### src/rtl/dtp_pkg.sv
package dtp_pkg;
  typedef enum logic [1:0] {
    MODE_SPLIT = 2'b00,
    MODE_CASC  = 2'b01,
    MODE_PPG   = 2'b10,
    MODE_PWM   = 2'b11
  } dtp_mode_e;

  // indices into the prescaler tap vector
  localparam int TAP_X1   = 0;
  localparam int TAP_X4   = 1;
  localparam int TAP_X16  = 2;
  localparam int TAP_X256 = 3;
  localparam int NUM_TAPS = 4;
endpackage

### src/rtl/dtp_prescaler.sv
module dtp_prescaler #(
  parameter int STEP_LOG = 1
) (
  input  logic                         clk,
  input  logic                         rst_n,
  output logic [dtp_pkg::NUM_TAPS-1:0] taps
);
  localparam int PRE_W = STEP_LOG + 8;

  logic [PRE_W-1:0] pre_q;

  always_ff @(posedge clk) begin
    if (!rst_n) pre_q <= '0;
    else        pre_q <= pre_q + PRE_W'(1);
  end

  // tap g fires when its low LEN bits are all ones
  for (genvar g = 0; g < dtp_pkg::NUM_TAPS; g++) begin : g_tap
    localparam int LEN = STEP_LOG + ((g == dtp_pkg::TAP_X256) ? 8 : 2 * g);
    assign taps[g] = &pre_q[LEN-1:0];
  end
endmodule

### src/rtl/dtp_cmp_buf.sv
module dtp_cmp_buf #(
  parameter int CNT_W = 8
) (
  input  logic             clk,
  input  logic             rst_n,
  input  logic             wr,
  input  logic [CNT_W-1:0] wdata,
  input  logic             load,
  output logic [CNT_W-1:0] staged,
  output logic [CNT_W-1:0] active
);
  always_ff @(posedge clk) begin
    if (!rst_n) begin
      staged <= '0;
      active <= '0;
    end else begin
      if (wr)   staged <= wdata;
      if (load) active <= staged;
    end
  end
endmodule

### src/rtl/dual_timer_pwm.sv
module dual_timer_pwm #(
  parameter int CNT_W    = 8,
  parameter int STEP_LOG = 1
) (
  input  logic             clk,
  input  logic             rst_n,
  input  logic             run_en,
  input  logic [1:0]       mode,
  input  logic [1:0]       lo_src,
  input  logic [1:0]       hi_src,
  input  logic [1:0]       pwm_len,
  input  logic             ff_src,
  input  logic             ext_cnt,
  input  logic             wr_en,
  input  logic             wr_sel,
  input  logic [CNT_W-1:0] wr_data,
  output logic             tff_out,
  output logic             match_lo,
  output logic             match_hi,
  output logic             pwm_wrap
);
  import dtp_pkg::*;

  localparam int NCH = 2;
  localparam logic [CNT_W-1:0] ONE  = CNT_W'(1);
  localparam logic [CNT_W-1:0] FULL = {CNT_W{1'b1}};

  dtp_mode_e mode_e;
  assign mode_e = dtp_mode_e'(mode);

  logic [NUM_TAPS-1:0] taps;

  dtp_prescaler #(.STEP_LOG(STEP_LOG)) u_pre (
    .clk   (clk),
    .rst_n (rst_n),
    .taps  (taps)
  );

  // compare staging: channel 0 lower, channel 1 upper
  logic [NCH-1:0]            ld;
  logic [NCH-1:0][CNT_W-1:0] cmp_stg;
  logic [NCH-1:0][CNT_W-1:0] cmp_act;

  for (genvar c = 0; c < NCH; c++) begin : g_cmp
    dtp_cmp_buf #(.CNT_W(CNT_W)) u_buf (
      .clk    (clk),
      .rst_n  (rst_n),
      .wr     (wr_en && (wr_sel == c[0])),
      .wdata  (wr_data),
      .load   (ld[c]),
      .staged (cmp_stg[c]),
      .active (cmp_act[c])
    );
  end

  logic [CNT_W-1:0] lo_cnt, hi_cnt, lo_nxt, hi_nxt;
  logic             tff_q, tff_nxt;
  logic             mlo_q, mhi_q, wrap_q;
  logic             mlo_nxt, mhi_nxt, wrap_nxt;
  logic             lo_tick, hi_tap, hi_tick;
  logic             lo_eq, hi_eq;
  logic [CNT_W-1:0] pwm_top;

  always_comb begin
    unique case (lo_src)
      2'b00:   lo_tick = ext_cnt;
      2'b01:   lo_tick = taps[TAP_X1];
      2'b10:   lo_tick = taps[TAP_X4];
      default: lo_tick = taps[TAP_X16];
    endcase
    unique case (hi_src)
      2'b01:   hi_tap = taps[TAP_X1];
      2'b10:   hi_tap = taps[TAP_X16];
      2'b11:   hi_tap = taps[TAP_X256];
      default: hi_tap = 1'b0;
    endcase
    unique case (pwm_len)
      2'b01:   pwm_top = FULL >> 2;
      2'b10:   pwm_top = FULL >> 1;
      default: pwm_top = FULL;
    endcase
  end

  assign lo_eq = (lo_cnt == cmp_act[0]);
  assign hi_eq = (hi_cnt == cmp_act[1]);

  always_comb begin
    lo_nxt   = lo_cnt;
    hi_nxt   = hi_cnt;
    tff_nxt  = tff_q;
    mlo_nxt  = 1'b0;
    mhi_nxt  = 1'b0;
    wrap_nxt = 1'b0;
    ld       = {NCH{!run_en}};
    hi_tick  = 1'b0;
    if (!run_en) begin
      lo_nxt = '0;
      hi_nxt = '0;
    end else begin
      unique case (mode_e)
        MODE_SPLIT: begin
          hi_tick = (hi_src == 2'b00) ? (lo_tick && lo_eq) : hi_tap;
          if (lo_tick) begin
            if (lo_eq) begin
              lo_nxt  = '0;
              mlo_nxt = 1'b1;
              ld[0]   = 1'b1;
            end else lo_nxt = lo_cnt + ONE;
          end
          if (hi_tick) begin
            if (hi_eq) begin
              hi_nxt  = '0;
              mhi_nxt = 1'b1;
              ld[1]   = 1'b1;
            end else hi_nxt = hi_cnt + ONE;
          end
          if (ff_src ? mhi_nxt : mlo_nxt) tff_nxt = ~tff_q;
        end
        MODE_CASC: begin
          if (lo_tick) begin
            if (lo_eq && hi_eq) begin
              lo_nxt  = '0;
              hi_nxt  = '0;
              mhi_nxt = 1'b1;
              ld      = {NCH{1'b1}};
              tff_nxt = ~tff_q;
            end else {hi_nxt, lo_nxt} = {hi_cnt, lo_cnt} + {{CNT_W{1'b0}}, ONE};
          end
        end
        MODE_PPG: begin
          hi_nxt = '0;
          if (lo_tick) begin
            if (lo_cnt == cmp_act[1]) begin
              lo_nxt  = '0;
              tff_nxt = 1'b0;
              mhi_nxt = 1'b1;
              ld      = {NCH{1'b1}};
            end else begin
              lo_nxt = lo_cnt + ONE;
              if (lo_eq) begin
                tff_nxt = 1'b1;
                mlo_nxt = 1'b1;
              end
            end
          end
        end
        default: begin // MODE_PWM
          if (lo_tick) begin
            if (lo_cnt == pwm_top) begin
              lo_nxt   = '0;
              wrap_nxt = 1'b1;
              ld[0]    = 1'b1;
              tff_nxt  = (cmp_stg[0] != '0);
            end else begin
              lo_nxt = lo_cnt + ONE;
              if ((lo_cnt + ONE) == cmp_act[0]) begin
                tff_nxt = 1'b0;
                mlo_nxt = 1'b1;
              end
            end
          end
          hi_tick = hi_tap;
          if (hi_tick) begin
            if (hi_eq) begin
              hi_nxt  = '0;
              mhi_nxt = 1'b1;
              ld[1]   = 1'b1;
            end else hi_nxt = hi_cnt + ONE;
          end
        end
      endcase
    end
  end

  always_ff @(posedge clk) begin
    if (!rst_n) begin
      lo_cnt <= '0;
      hi_cnt <= '0;
      tff_q  <= 1'b0;
      mlo_q  <= 1'b0;
      mhi_q  <= 1'b0;
      wrap_q <= 1'b0;
    end else begin
      lo_cnt <= lo_nxt;
      hi_cnt <= hi_nxt;
      tff_q  <= tff_nxt;
      mlo_q  <= mlo_nxt;
      mhi_q  <= mhi_nxt;
      wrap_q <= wrap_nxt;
    end
  end

  assign tff_out  = tff_q;
  assign match_lo = mlo_q;
  assign match_hi = mhi_q;
  assign pwm_wrap = wrap_q;


  stop_quiet_chk: assert property (@(posedge clk) disable iff (!rst_n)
    !run_en |=> (!mlo_q && !mhi_q && !wrap_q));


  stop_hold_chk: assert property (@(posedge clk) disable iff (!rst_n)
    !run_en |=> $stable(tff_q));


  pwm_excl_chk: assert property (@(posedge clk) disable iff (!rst_n)
    !(mlo_q && wrap_q));


  ppg_rise_chk: assert property (@(posedge clk) disable iff (!rst_n)
    ((mode_e == MODE_PPG) && $rose(tff_q)) |-> mlo_q);


  wrap_mode_chk: assert property (@(posedge clk) disable iff (!rst_n)
    wrap_q |-> ($past(mode) == 2'b11));
endmodule

### config.mk
export PLATFORM = sky130hd
export DESIGN_NAME = dual_timer_pwm
export DESIGN_NICKNAME = d
export VERILOG_FILES = /design/src/rtl/dtp_pkg.sv /design/src/rtl/dtp_prescaler.sv /design/src/rtl/dtp_cmp_buf.sv /design/src/rtl/dual_timer_pwm.sv
export SDC_FILE = /design/constraint.sdc
export NUM_CORES = 1
export LEC_CHECK = 0
export BUFFER_PORTS_ARGS = -buffer_cell sky130_fd_sc_hd__buf_2
export CORE_UTILIZATION = 50
export CTS_CLUSTER_SIZE = 28
export DETAILED_ROUTE_END_ITERATION = 6
export PLACE_DENSITY = 0.71
export SLEW_MARGIN = 15
export SYNTH_ARGS = -nofsm -noshare
export SYNTH_HDL_FRONTEND = slang
export SYNTH_SLANG_ARGS = --single-unit
### constraint.sdc
create_clock -name clk -period 4.85 [get_ports clk]
set_input_delay 0.2425 -clock clk [delete_from_list [all_inputs] [get_ports clk]]
set_output_delay 0.2425 -clock clk [all_outputs]
set_load 0.02 [all_outputs]
# After elaboration in Yosys (flattened, before gate mapping)
# Index checks and enable logic that the tools add are counted.
# Widths: inputs -> output; s select.
[classes]
muxes = 64
div_mod_pow = 0
magnitude_cmp = 0
add_sub_neg = 4
shift = 0
n_mul = 0
reduce_logical = 19
eq_ne = 20
n_bitwise = 5
[ops]
columns = ["operator", "n"]
rows = [
  ["$mux 8", 13],
  ["$pmux 8 s3", 2],
  ["$eq 8x8->1", 5],
  ["$mux 1", 37],
  ["$add 16x1->16 const B", 1],
  ["$add 8x1->8 const B", 2],
  ["$pmux 8 s2", 1],
  ["$pmux 1 s3", 5],
  ["$eq 2x2->1 const B", 5],
  ["$mux 2", 5],
  ["$ne 2x2->1 const B", 5],
  ["$add 9x1->9 const B", 1],
  ["$reduce_and 9->1", 1],
  ["$eq 2x1->1 const B", 4],
  ["$reduce_and 8->1", 1],
  ["$reduce_bool 8->1", 1],
  ["$logic_not 2->1", 3],
  ["$pmux 2 s3", 1],
  ["$reduce_and 3->1", 2],
  ["$reduce_or 6->1", 1],
  ["$not 1->1", 5],
  ["$reduce_and 5->1", 1],
  ["$reduce_bool 5->1", 1],
  ["$logic_and 1x1->1", 4],
  ["5 further kinds", 5],
]
[totals]
ramBits = 0
output_inout_bits = 4
wordCells = 123
romBits = 0
in_bits = 23
latch_bits = 0
mem_count = 0
ff_bits = 61

# Longest topological paths before layout
[logic_depth]
depth_word = 10
depth_mapped = 11
depth_no_buf = 11

# Cells and area by module
# Synthesis repeated with hierarchy kept, for this count alone.
[unflattened]
cells_unflattened = 400
area_unflattened_um2 = 3684.8
[by_module_without_submodules]
columns = ["mod", "area_per_inst_um2", "cells_per_inst", "n_inst", "seq_area_each_um2"]
rows = [
  ["dual_timer_pwm", 2074.5, 259, 1, 400.4],
  ["dtp_cmp_buf", 608.1, 51, 2, 320.3],
  ["dtp_prescaler", 394.1, 39, 1, 180.2],
]

# Worst setup path before layout
# No wires, ideal clock.
[synth_path]
path_kind = "register to register"
start = "reg u_pre.pre_q[0]"
end = "reg g_cmp[1].u_buf.active[0]"
required_ns = 4.731
period_less_slack_ns = 2.524
stages_incl_launch_ff = 12
setup_ns = 0.119
arrival_ns = 2.406
path_buffers = 2
slack_ns = 2.326
cell_sequence = "dfxtp_1 > ha_1 > and3_1 > ha_1 > mux4_2 > buf_2 > inv_1 > or3_4 > o21a_1 > o211a_1 > buf_6 > mux2i_1"
[synth_between]
elab_chain_cells = 7
elab_cells_between_ends = 13
cone_classes = "mux: 9; reduce/logical: 4"
[synth_rtl]
columns = ["item", "line_no", "source"]
rows = [
  ["start: declaration", "dtp_prescaler.sv:10", "logic [PRE_W-1:0] pre_q;"],
  ["start signal: assignment", "dtp_prescaler.sv:14", "else pre_q <= pre_q + PRE_W'(1);"],
  ["$reduce_and 5->1 / $reduce_and 3->1 (equally long branches)", "dtp_prescaler.sv:20", "assign taps[g] = &pre_q[LEN-1:0];"],
  ["$pmux 1 s3", "dual_timer_pwm.sv:65", "unique case (lo_src)"],
  ["$logic_and 1x1->1", "dual_timer_pwm.sv:102", "hi_tick = (hi_src == 2'b00) ? (lo_tick && lo_eq) : hi_tap;"],
  ["$mux 1", "dual_timer_pwm.sv:102", ""],
  ["$mux 1", "dual_timer_pwm.sv:110", "if (hi_tick) begin"],
  ["$pmux 2 s3 (*)", "dual_timer_pwm.sv:100", "unique case (mode_e)"],
  ["$mux 2 (*)", "dual_timer_pwm.sv:96", "if (!run_en) begin"],
  ["end signal: assignment", "dtp_cmp_buf.sv:18", "if (load) active <= staged;"],
  ["end: declaration", "dtp_cmp_buf.sv:10", "output logic [CNT_W-1:0] active"],
]
# Mark *: on every way between the ends. The rest lies on a longest branch, timed or not.
# A chain may end at the register's enable or synchronous reset.

# Worst setup path in the final report
[layout_path]
start = "reg u_pre.pre_q[0]"
end = "reg g_cmp[0].u_buf.active[3]"
[layout_between]
elab_chain_cells = 5
elab_cells_between_ends = 9
cone_classes = "mux: 7; reduce/logical: 2"
[layout_rtl]
columns = ["item", "line_no", "source"]
rows = [
  ["$reduce_and 5->1 / $reduce_and 3->1 (equally long branches)", "dtp_prescaler.sv:20", ""],
  ["$pmux 1 s3 (*)", "dual_timer_pwm.sv:65", ""],
  ["$mux 1 (tied with other cells)", "dual_timer_pwm.sv:148", "if (lo_tick) begin"],
  ["$pmux 2 s3 (*)", "dual_timer_pwm.sv:100", ""],
  ["$mux 2 (*)", "dual_timer_pwm.sv:96", ""],
  ["end signal: assignment", "dtp_cmp_buf.sv:18", ""],
  ["end: declaration", "dtp_cmp_buf.sv:10", ""],
]
# Marked as above.

==> results.md <==
* Multi-input gate area at 2270 µm²
* Main combinational cell family by area after synthesis: simple AND/OR/NAND/NOR gates
* WP data required at 5120 ps
* Mapped Nets at 461
* Vias per inst at 5.58
* Remaining DRCs at 0
* Post-synthesis adder-cell area fraction at 0.0375
* P&R area growth vs syn at 8.70%
* Min Hold Slack at 181 ps
* Synth top area share at 0.333
* FF+latch count, synth at 61
* Initial detailed-routing violation count at 144
* CTS clk-pin slew, worst paths at 70 ps
* Total Neg Setup Slack at 0 ps
* Grt ovf at 0
* First-pass GRT wire length at 13200 µm
* Synth Area in Simple Gates at 0.261
* Most common cell in the netlist: nand2_1
* Starting density of the core at 0.528
* DRT Pass-1 Iters at 5
* CTS tree: done
* Period utilization at 0.660
* Post-route cell area at 3990 µm²
* Most used DFF post-synth: dfxtp_1
* Boundary Pins at 27
* R2r worst-path depth at 9
* Largest net degree at the start of global routing at 63
* Post-synth top cells: nand2_1, dfxtp_1, mux2i_1
* GRT Util Overall at 0.225
* Worst EP arrival at 3470 ps
* Setup WS post-layout at 1650 ps
* Core area at 6940 µm²
* # diodes at 0
* Total power at 1.17 mW
* Hold buffers post-CTS at 0
* Comb power frac at 0.139
* Synth top area cells: dfxtp_1, mux2i_1, nand2_1, xor2_1, xnor2_1
* Slew headroom at 0.329
* Worst Setup End Kind: flop
* Actual slew at the worst max-slew pin at 1000 ps
* Final Setup Violations at 0
* Clock Power Share at 0.410
* Dpl ws at 1660 ps
* Worst min-delay path category: in -> reg
* Register area at 1220 µm²
* Htree depth at 3
* Pleak at 1.69 nW
* Worst vdd ir at 160 µV
* Sw power at 0.309 mW
* Clk_skew at 6.79 ps
* Synth Area in Compound Gates at 0.152
* Setup bufs post-CTS at 0
* Xor and xnor fraction of the mapped netlist area at 0.0877
* Avg Cell Area, Syn at 8.59 µm²
* CP Class: reg -> reg
* Final design utilization at 0.574
* Final Hold Vio Count at 0
* Initial antenna violation count at 0
* Vias in the first global route at 2830
* Placed insts at 524
* Post-synth EDFFs at 0
* Vias at 3011
* Crit-path max FO at 11
* Clock Latency Late Sink at 340 ps
* Pint at 0.860 mW
* Die W at 87.7 µm
* Gpl congestion at 0.945
* Cts bufs inserted at 9
* Clk sinks at 61
* Yosys cell types at 64
* Max Clock Freq at 312 MHz
* Share of layout cells above drive strength 1 at 0.135
* Detail Placement HPWL at 5890 µm
* Fillers at 638
* Synthesized area at 3670 µm²
* Placed Area at 3780 µm²
* Post-CTS sizing at 0
* Flop pwr share at 0.450
* Pwr dens at 293 nW/µm²
* Mux cell area share after synthesis at 0.0798
* Area of the die at 7680 µm²
* Area leader, netlist: dfxtp_1
* Final cell count without fillers at 540
* Async S/R FF share, synth at 0
* Die height at 87.7 µm
* Ys Warns at 0
* Min Tclk post-route at 3200 ps
* Buffers on Ports at 26
* Status: complete, no violations
* CTS Root Cell: clkbuf_8
* RSZ-0062 raised after global routing: false
* Post-DRT Antenna Nets at 0
* Net Sw Frac at 0.264
* Max-slew violations at 0
* Post-Route WL at 8000 µm
* CTS Buffer Depth at 2
* Row Count at 30
* Nets at 473
* Syn Inst Count at 427
* Max-cap violations at 0
* DR WL/cell at 14.8 µm
* Hold Path Stages at 3
* Sequential area share after synthesis at 0.333
* Startpoint class of the critical path: flop
-- registers in the layout, summed over array words and instances (netlist names) --
signal              count
match_lo                1
pwm_wrap                1
match_hi                1
u_pre.pre_q             9
g_cmp.u_buf.active     16
hi_cnt                  8
tff_out                 1
lo_cnt                  8
g_cmp.u_buf.staged     16
-- critical path, stage by stage, from the launching register on --
cell      delay [ps]
dfxtp_1          360
ha_1             230
and3_1           180
ha_1             200
mux4_2           610
inv_1            250
or3_4            190
o211ai_1          80
a21boi_1         770
mux2i_1          260
-- final cells by class --
cell class                 instances  area share
multi-input combinational        331       0.569
sequential                        61       0.306
clock buffer                      13      0.0424
timing repair buffer              26      0.0326
tap                               96      0.0301
clock inverter                     3      0.0107
inverter                          10     0.00941
-- layout by cell type, fill, tap and decap left out, types with 4 or more instances in the layout --
master	count
nand2_1	63
dfxtp_1	61
mux2i_1	27
buf_2	26
nand3_1	24
nor2_1	20
xor2_1	17
xnor2_1	16
a21oi_1	14
o21ai_0	14
nor2b_1	12
clkbuf_8	12
ha_1	11
inv_1	10
a21boi_0	10
and2_1	9
and3_1	7
a21o_1	7
nor3_1	5
nand4_1	5
nor3b_1	5
or3_1	4
o211ai_1	4
-- power groups by stage --
stage | registers (mW) | clock network, mW | logic, mW
6_report | 0.526 | 0.480 | 0.163
3_3_place_gp | 0.537 | 0 | 0.160
4_1_cts | 0.526 | 0.493 | 0.162
2_1_floorplan | 0.535 | 0 | 0.125
3_5_place_dp | 0.538 | 0 | 0.160
5_1_grt | 0.528 | 0.512 | 0.180
-- cells by family after synthesis --
group                      count (synthesis)
DFF                                       61
buffers and inverters                     35
AOI/OAI and AO/OA                         79
xor gates and xnor gates                  35
and+or+nand+nor                          178
adders and majority gates                 11
muxes                                     28
-- layer usage --
layer	vias up	share of wire	wire (µm)	global-route usage
li1	1520	-	-	-
met1	1392	0.46	3720	0.283
met2	87	0.48	3820	0.376
met3	12	0.043	347	0.0415
met4	0	0.014	115	0.0984
met5	-	0	0	0
-- final timing paths --
check	start	to	slack [ps]
setup / recovery	u_pre.pre_q[0]	g_cmp[0].u_buf.active[3]	1650
hold / removal	wr_data[7]	g_cmp[0].u_buf.staged[7]	180
hold reg to reg	g_cmp[1].u_buf.staged[2]	g_cmp[1].u_buf.active[2]	450
setup reg to reg	u_pre.pre_q[0]	g_cmp[0].u_buf.active[3]	1650
Note: power is estimated with default switching activity, not from simulation.
